$ cat src/rtl/uart_irq_pkg.sv
package uart_irq_pkg;

  localparam int ID_W    = 6;
  localparam int NUM_LVL = 6;

  // Enable bit positions, one per priority level
  localparam int EN_LINE   = 0;
  localparam int EN_RX     = 1;
  localparam int EN_TX     = 2;
  localparam int EN_MODEM  = 3;
  localparam int EN_FLOWCH = 4;
  localparam int EN_PIN    = 5;

  // Identification codes
  localparam logic [ID_W-1:0] ID_NONE   = 6'b000001;
  localparam logic [ID_W-1:0] ID_LINE   = 6'b000110;
  localparam logic [ID_W-1:0] ID_RXTO   = 6'b001100;
  localparam logic [ID_W-1:0] ID_RXDAT  = 6'b000100;
  localparam logic [ID_W-1:0] ID_TXE    = 6'b000010;
  localparam logic [ID_W-1:0] ID_MODEM  = 6'b000000;
  localparam logic [ID_W-1:0] ID_FLOWCH = 6'b010000;
  localparam logic [ID_W-1:0] ID_PINCHG = 6'b100000;

  // Latched source state seen by the control
  typedef struct packed {
    logic line;
    logic rxTo;
    logic rxDat;
    logic txE;
    logic modem;
    logic flowCh;
    logic pinChg;
  } pend_t;

  // Clear strobes from control to datapath
  typedef struct packed {
    logic rxClr;
    logic txClr;
    logic modemClr;
    logic lsrClr;
    logic pinClr;
  } clr_t;

  typedef enum logic [2:0] {
    SEL_NONE, SEL_LINE, SEL_RXTO, SEL_RXDAT,
    SEL_TXE, SEL_MODEM, SEL_FLOWCH, SEL_PINCHG
  } sel_e;

endpackage

$ cat src/rtl/irq_src_dp.sv
module irq_src_dp
  import uart_irq_pkg::*;
#(
  parameter int FLOW_PINS = 2
) (
  input  logic                 clk,
  input  logic                 rstN,
  input  logic                 rxErrLvl,
  input  logic                 overrunEvt,
  input  logic                 rxToEvt,
  input  logic                 rxDatEvt,
  input  logic                 txEmptyEvt,
  input  logic                 modemEvt,
  input  logic                 xoffEvt,
  input  logic                 xonEvt,
  input  logic                 specialEvt,
  input  logic [FLOW_PINS-1:0] flowPinN,
  input  clr_t                 clr,
  output pend_t                pend
);

  logic overrunQ, rxToQ, rxDatQ, txEQ, modemQ, xoffQ, specialQ, pinQ;
  logic [FLOW_PINS-1:0] pinPrevQ;
  logic [FLOW_PINS-1:0] pinRise;

  // Edge detection per flow pin: inactive (high) after active (low)
  for (genvar p = 0; p < FLOW_PINS; p++) begin : g_pin
    always_ff @(posedge clk or negedge rstN) begin
      if (!rstN) pinPrevQ[p] <= 1'b1;
      else       pinPrevQ[p] <= flowPinN[p];
    end
    assign pinRise[p] = flowPinN[p] & ~pinPrevQ[p];
  end

  // Each latch: a new event wins over a clear in the same cycle
  always_ff @(posedge clk or negedge rstN) begin
    if (!rstN) begin
      overrunQ <= 1'b0;
      rxToQ    <= 1'b0;
      rxDatQ   <= 1'b0;
      txEQ     <= 1'b0;
      modemQ   <= 1'b0;
      xoffQ    <= 1'b0;
      specialQ <= 1'b0;
      pinQ     <= 1'b0;
    end else begin
      overrunQ <= overrunEvt | (overrunQ & ~clr.lsrClr);
      rxToQ    <= rxToEvt    | (rxToQ    & ~clr.rxClr);
      rxDatQ   <= rxDatEvt   | (rxDatQ   & ~clr.rxClr);
      txEQ     <= txEmptyEvt | (txEQ     & ~clr.txClr);
      modemQ   <= modemEvt   | (modemQ   & ~clr.modemClr);
      xoffQ    <= xoffEvt    | (xoffQ    & ~xonEvt);
      specialQ <= specialEvt | (specialQ & ~clr.lsrClr);
      pinQ     <= (|pinRise) | (pinQ     & ~clr.pinClr);
    end
  end

  always_comb begin
    pend.line   = rxErrLvl | overrunQ;
    pend.rxTo   = rxToQ;
    pend.rxDat  = rxDatQ;
    pend.txE    = txEQ;
    pend.modem  = modemQ;
    pend.flowCh = xoffQ | specialQ;
    pend.pinChg = pinQ;
  end


  rx_clear_chk: assert property (@(posedge clk) disable iff (!rstN)
    (clr.rxClr && !rxToEvt && !rxDatEvt) |=> (!pend.rxTo && !pend.rxDat));


  tx_clear_chk: assert property (@(posedge clk) disable iff (!rstN)
    (clr.txClr && !txEmptyEvt) |=> !pend.txE);


  modem_hold_chk: assert property (@(posedge clk) disable iff (!rstN)
    (pend.modem && !clr.modemClr) |=> pend.modem);


  xon_clear_chk: assert property (@(posedge clk) disable iff (!rstN)
    (xonEvt && !xoffEvt && !specialEvt && !specialQ) |=> !pend.flowCh);


  event_kept_chk: assert property (@(posedge clk) disable iff (!rstN)
    txEmptyEvt |=> pend.txE);

endmodule

$ cat src/rtl/irq_ctl.sv
module irq_ctl
  import uart_irq_pkg::*;
(
  input  logic               clk,
  input  logic               rstN,
  input  pend_t              pend,
  input  logic [NUM_LVL-1:0] ierBits,
  input  logic               iirRd,
  input  logic               rhrRd,
  input  logic               thrWr,
  input  logic               msrRd,
  input  logic               lsrRd,
  output clr_t               clr,
  output logic               irqOut,
  output logic [ID_W-1:0]    iirData
);

  pend_t           masked;
  sel_e            sel;
  logic [ID_W-1:0] liveCode;

  always_comb begin
    masked.line   = pend.line   & ierBits[EN_LINE];
    masked.rxTo   = pend.rxTo   & ierBits[EN_RX];
    masked.rxDat  = pend.rxDat  & ierBits[EN_RX];
    masked.txE    = pend.txE    & ierBits[EN_TX];
    masked.modem  = pend.modem  & ierBits[EN_MODEM];
    masked.flowCh = pend.flowCh & ierBits[EN_FLOWCH];
    masked.pinChg = pend.pinChg & ierBits[EN_PIN];
  end

  // Fixed priority chain
  always_comb begin
    if      (masked.line)   sel = SEL_LINE;
    else if (masked.rxTo)   sel = SEL_RXTO;
    else if (masked.rxDat)  sel = SEL_RXDAT;
    else if (masked.txE)    sel = SEL_TXE;
    else if (masked.modem)  sel = SEL_MODEM;
    else if (masked.flowCh) sel = SEL_FLOWCH;
    else if (masked.pinChg) sel = SEL_PINCHG;
    else                    sel = SEL_NONE;
  end

  always_comb begin
    unique case (sel)
      SEL_LINE:   liveCode = ID_LINE;
      SEL_RXTO:   liveCode = ID_RXTO;
      SEL_RXDAT:  liveCode = ID_RXDAT;
      SEL_TXE:    liveCode = ID_TXE;
      SEL_MODEM:  liveCode = ID_MODEM;
      SEL_FLOWCH: liveCode = ID_FLOWCH;
      SEL_PINCHG: liveCode = ID_PINCHG;
      default:    liveCode = ID_NONE;
    endcase
  end

  assign irqOut = |masked;

  always_comb begin
    clr.rxClr    = rhrRd;
    clr.txClr    = thrWr | (iirRd && sel == SEL_TXE);
    clr.modemClr = msrRd;
    clr.lsrClr   = lsrRd;
    clr.pinClr   = iirRd && sel == SEL_PINCHG;
  end

  always_ff @(posedge clk or negedge rstN) begin
    if (!rstN)      iirData <= ID_NONE;
    else if (iirRd) iirData <= liveCode;
  end


  idle_code_chk: assert property (@(posedge clk) disable iff (!rstN)
    !irqOut |-> liveCode == ID_NONE);


  line_first_chk: assert property (@(posedge clk) disable iff (!rstN)
    (pend.line && ierBits[EN_LINE]) |-> liveCode == ID_LINE);


  timeout_first_chk: assert property (@(posedge clk) disable iff (!rstN)
    (pend.rxTo && ierBits[EN_RX] && !(pend.line && ierBits[EN_LINE]))
      |-> liveCode == ID_RXTO);


  tx_masked_chk: assert property (@(posedge clk) disable iff (!rstN)
    !ierBits[EN_TX] |-> liveCode != ID_TXE);


  iir_hold_chk: assert property (@(posedge clk) disable iff (!rstN)
    !iirRd |=> $stable(iirData));


  pin_clear_scope_chk: assert property (@(posedge clk) disable iff (!rstN)
    clr.pinClr |-> (iirRd && !masked.line && !masked.flowCh));

endmodule

$ cat src/rtl/uart_irq_prio.sv
module uart_irq_prio
  import uart_irq_pkg::*;
#(
  parameter int FLOW_PINS = 2
) (
  input  logic                 clk,
  input  logic                 rstN,
  input  logic [NUM_LVL-1:0]   ierBits,
  input  logic                 rxErrLvl,
  input  logic                 overrunEvt,
  input  logic                 rxToEvt,
  input  logic                 rxDatEvt,
  input  logic                 txEmptyEvt,
  input  logic                 modemEvt,
  input  logic                 xoffEvt,
  input  logic                 xonEvt,
  input  logic                 specialEvt,
  input  logic [FLOW_PINS-1:0] flowPinN,
  input  logic                 iirRd,
  input  logic                 rhrRd,
  input  logic                 thrWr,
  input  logic                 msrRd,
  input  logic                 lsrRd,
  output logic                 irqOut,
  output logic [ID_W-1:0]      iirData
);

  pend_t pend;
  clr_t  clr;

  irq_src_dp #(.FLOW_PINS(FLOW_PINS)) i_dp (
    .clk        (clk),
    .rstN       (rstN),
    .rxErrLvl   (rxErrLvl),
    .overrunEvt (overrunEvt),
    .rxToEvt    (rxToEvt),
    .rxDatEvt   (rxDatEvt),
    .txEmptyEvt (txEmptyEvt),
    .modemEvt   (modemEvt),
    .xoffEvt    (xoffEvt),
    .xonEvt     (xonEvt),
    .specialEvt (specialEvt),
    .flowPinN   (flowPinN),
    .clr        (clr),
    .pend       (pend)
  );

  irq_ctl i_ctl (
    .clk     (clk),
    .rstN    (rstN),
    .pend    (pend),
    .ierBits (ierBits),
    .iirRd   (iirRd),
    .rhrRd   (rhrRd),
    .thrWr   (thrWr),
    .msrRd   (msrRd),
    .lsrRd   (lsrRd),
    .clr     (clr),
    .irqOut  (irqOut),
    .iirData (iirData)
  );

endmodule

$ cat config.mk
export PLATFORM = sky130hd
export DESIGN_NAME = uart_irq_prio
export DESIGN_NICKNAME = d
export VERILOG_FILES = /design/src/rtl/uart_irq_pkg.sv /design/src/rtl/irq_src_dp.sv /design/src/rtl/irq_ctl.sv /design/src/rtl/uart_irq_prio.sv
export SDC_FILE = /design/constraint.sdc
export NUM_CORES = 1
export LEC_CHECK = 0
export BUFFER_PORTS_ARGS = -buffer_cell sky130_fd_sc_hd__buf_2
export CAP_MARGIN = 10
export CORE_MARGIN = 2
export CORE_UTILIZATION = 35
export DETAILED_ROUTE_END_ITERATION = 12
export HOLD_SLACK_MARGIN = 0.08
export RECOVER_POWER = 100
export SYNTH_ARGS = -nofsm -noshare
export SYNTH_HDL_FRONTEND = slang
export SYNTH_SLANG_ARGS = --single-unit
$ cat constraint.sdc
create_clock -name clk -period 1.6 [get_ports clk]
set_input_delay 0.08 -clock clk [delete_from_list [all_inputs] [get_ports clk]]
set_output_delay 0.08 -clock clk [all_outputs]
set_load 0.005 [all_outputs]
==> results.yml <==
power_and_ir_drop:
  p_sw_uw: 207
  p_per_area_nw_per_um2: 812
  peakVddDrop_uv: 500
  power.internal_uw: 656
  clkPwrFrac_pct: 30.5
  seq_power_share_pct: 52.3
  switching_share_pct: 24.0
  p_leak_nw: 0.501
  comb_power_share_pct: 17.2
  power_uw: 863
logic_synthesis:
  synth_fp_nets: 87
  synth_edf_count: 0
  ys_seq_area_share_pct: 57.2
  synth_cell_type_count: 27
  synthesis.area_sq_um: 707
  yosysWarnings: 0
  synthTopCellsByArea: "dfrtp_1 (46%), dfstp_2 (11%), a21o_1 (5.3%), inv_1 (4.8%), a21oi_1 (2.8%)"
  yosysTopAreaCell: "dfrtp_1"
  yosysTopAreaCellShare_pct: 46.0
  syn_inst: 63
  ys.flop_type: "dfrtp_1"
  ys_top_cells_by_count: "dfrtp_1 (13), inv_1 (9), a21o_1 (5)"
  yosysMostFrequentCell: "dfrtp_1"
  syn_area_per_cell_sq_um: 11.2
  synthArstFlopShare_pct: 100
  synth-seq-cells: 16
setup_path:
  crit_fanout: 4
  critPathTopFamily: "flip-flops"
  criticalPathCategory: "reg2out"
  cp-start-kind: "register"
  critPathMaxStageDelay_ns: 0.42
  timing.rr.start: "i_dp.rxToQ"
  cp.required_ns: 1.52
  worst-path-buf-inv: 1
  worstPathArrival_ns: 1.35
  startpoint: "i_dp.txEQ"
  end_kind: "output pin"
  path_cells: "a22oi_1 -> nand4_1 -> clkbuf_1"
  ff2ff_path_depth: 4
  cp.depth: 3
  slowest_stage: "dfrtp_1"
routing:
  wl_per_cell_microns: 11.1
  routed_wl_microns: 1540
  viasPerCell: 4.65
  drc_errors: 0
  drt-met1-wl_microns: 654
  routed-wl-met2_microns: 805
  top_layer: "met4"
  dr_total_vias: 642
  ant_nets: 0
  drt_pass1_iterations: 4
  wl_met3_microns: 60
  drt_iter0_markers: 6
floorplanning:
  die_area_sq_um: 2400
  core-area_sq_um: 1940
  die_w_microns: 48.9
  die_y_microns: 48.9
  start_util_pct: 36.4
  placementRows: 16
  ios: 31
sta:
  whs_ns: 0.0916
  tightest_slew_ns: 0.830
  finalCriticalPeriod_ns: 1.43
  report.final.hold_viol_count: 0
  rsz0062_at_grt: "false"
  max_freq_ghz: 0.699
  slew_viol_final: 0
  tns_ns: 0
  finalSetupViolCount: 0
  period_share_pct: 89.4
  skew_ns: 0.00493
  relSlewSlack_pct: 44.7
clock_network:
  h-tree-depth: 1
  cts_root_buffer: "clkbuf_4"
  cts_buffer_depth: 2
  tritoncts: "built"
  cts_made_buffers: 3
  clkLatencyLatePin_ns: 0.28
  clk_pin_slew_ns: 0.10
  cts.sinks: 16
final_layout:
  final_nets: 136
  final_cell_area_sq_um: 1060
  fillers: 199
  antenna_cells: 0
  regArea_sq_um: 404
  instances_no_fill: 138
  syn2layout_area_growth_pct: 50.4
  drive_above_1_share_pct: 33.3
  multiInputGateArea_sq_um: 260
global_routing:
  grt_pass1_vias: 653
  antenna_found_initial: 0
  grt_overflow_total: 0
  grt_pass1_wl_microns: 2790
  track_usage_pct: 15.0
  grt_max_degree: 17
min_path:
  min_from: "rhrRd"
  min_path_type: "in2reg"
  hold_depth: 3
run:
  drv_cap: 0
placed_design:
  place_area_sq_um: 883
  placed_cells: 119
  portBuffers: 30
  gp_congestion: 0.777
  dp_hpwl_microns: 1120
outcome:
  run_status: "completed"
-- flip-flops by register name (all words and copies together) (netlist names) --
register       count
i_dp.rxToQ         1
i_dp.overrunQ      1
i_dp.specialQ      1
i_dp.pinPrevQ      2
i_dp.rxDatQ        1
i_ctl.iirData      6
i_dp.xoffQ         1
i_dp.pinQ          1
i_dp.txEQ          1
i_dp.modemQ        1
-- cell usage in the layout (no fill, tap or decap), types with 2 or more instances in the layout --
cell and count:
a21oi_1 3, nand2b_1 2, nor3_1 2, o21a_1 2, a22oi_1 2, o22ai_1 2, a21o_1 5, buf_2 26
dfstp_2 3, inv_1 9, clkbuf_1 4, dfrtp_1 13, nand3_1 3, clkbuf_4 3, nand4_1 2, dlygate4sd3_1 15
-- kinds of logic after synthesis --
family	Yosys count	synth area share [%]
simple gates	14	12.6
compound gates	22	23.0
flops	16	57.2
mux	1	1.42
buf+inv	10	5.84
-- worst paths after layout --
check	to	slack, ns
worst max-delay path	irqOut	0.17
worst min-delay path	i_dp.rxToQ	0.09
worst max register to register	i_ctl.iirData[5]	0.19
worst min register to register	i_ctl.iirData[0]	0.47
max in group asynchronous	i_ctl.iirData[2]	0.69
min in group asynchronous	i_ctl.iirData[4]	0.40
-- area by class of cell --
type	instances	area share, %
timing repair buffer	45	27.8
multi-input combinational	37	24.5
clock buffer	4	3.41
inverter	9	3.18
sequential	16	38.0
tap	27	3.18
-- power by group through the flow --
stage	clock network, mW	registers, mW	logic, mW
global route	0.296	0.456	0.166
floorplan	0	0.458	0.0593
detailed placement	0	0.459	0.121
CTS	0.271	0.451	0.152
finish	0.264	0.451	0.148
global placement	0	0.458	0.121
-- what timing repair did --
item	4_1_cts	5_1_grt
setup buffers	0	0
hold buffers	15	0
hold endpoints to repair	26	0
resized for setup	0	1
setup endpoints to repair	0	1
-- layer usage --
metal | track usage (%) | up-vias
met4 | 7.14 | 0
met1 | 17.1 | 302
met2 | 26.7 | 17
li1 | - | 321
met5 | 0 | -
met3 | 3.07 | 2
-- stage by stage --
stage	worst slack [ns]	util [%]
floorplan	0.340	-
global placement	0.293	45.5
detailed placement	0.238	45.5
CTS	0.100	55.1
global route	0.0539	54.8
finish	0.170	54.8
-- worst min-delay path: cells and delay by family --
| kind | cells | cell delay, ns |
|---|---|---|
| buf+inv | 2 | 0.16 |
| compound gates | 1 | 0.11 |
Power figures use the tool's default switching activity.
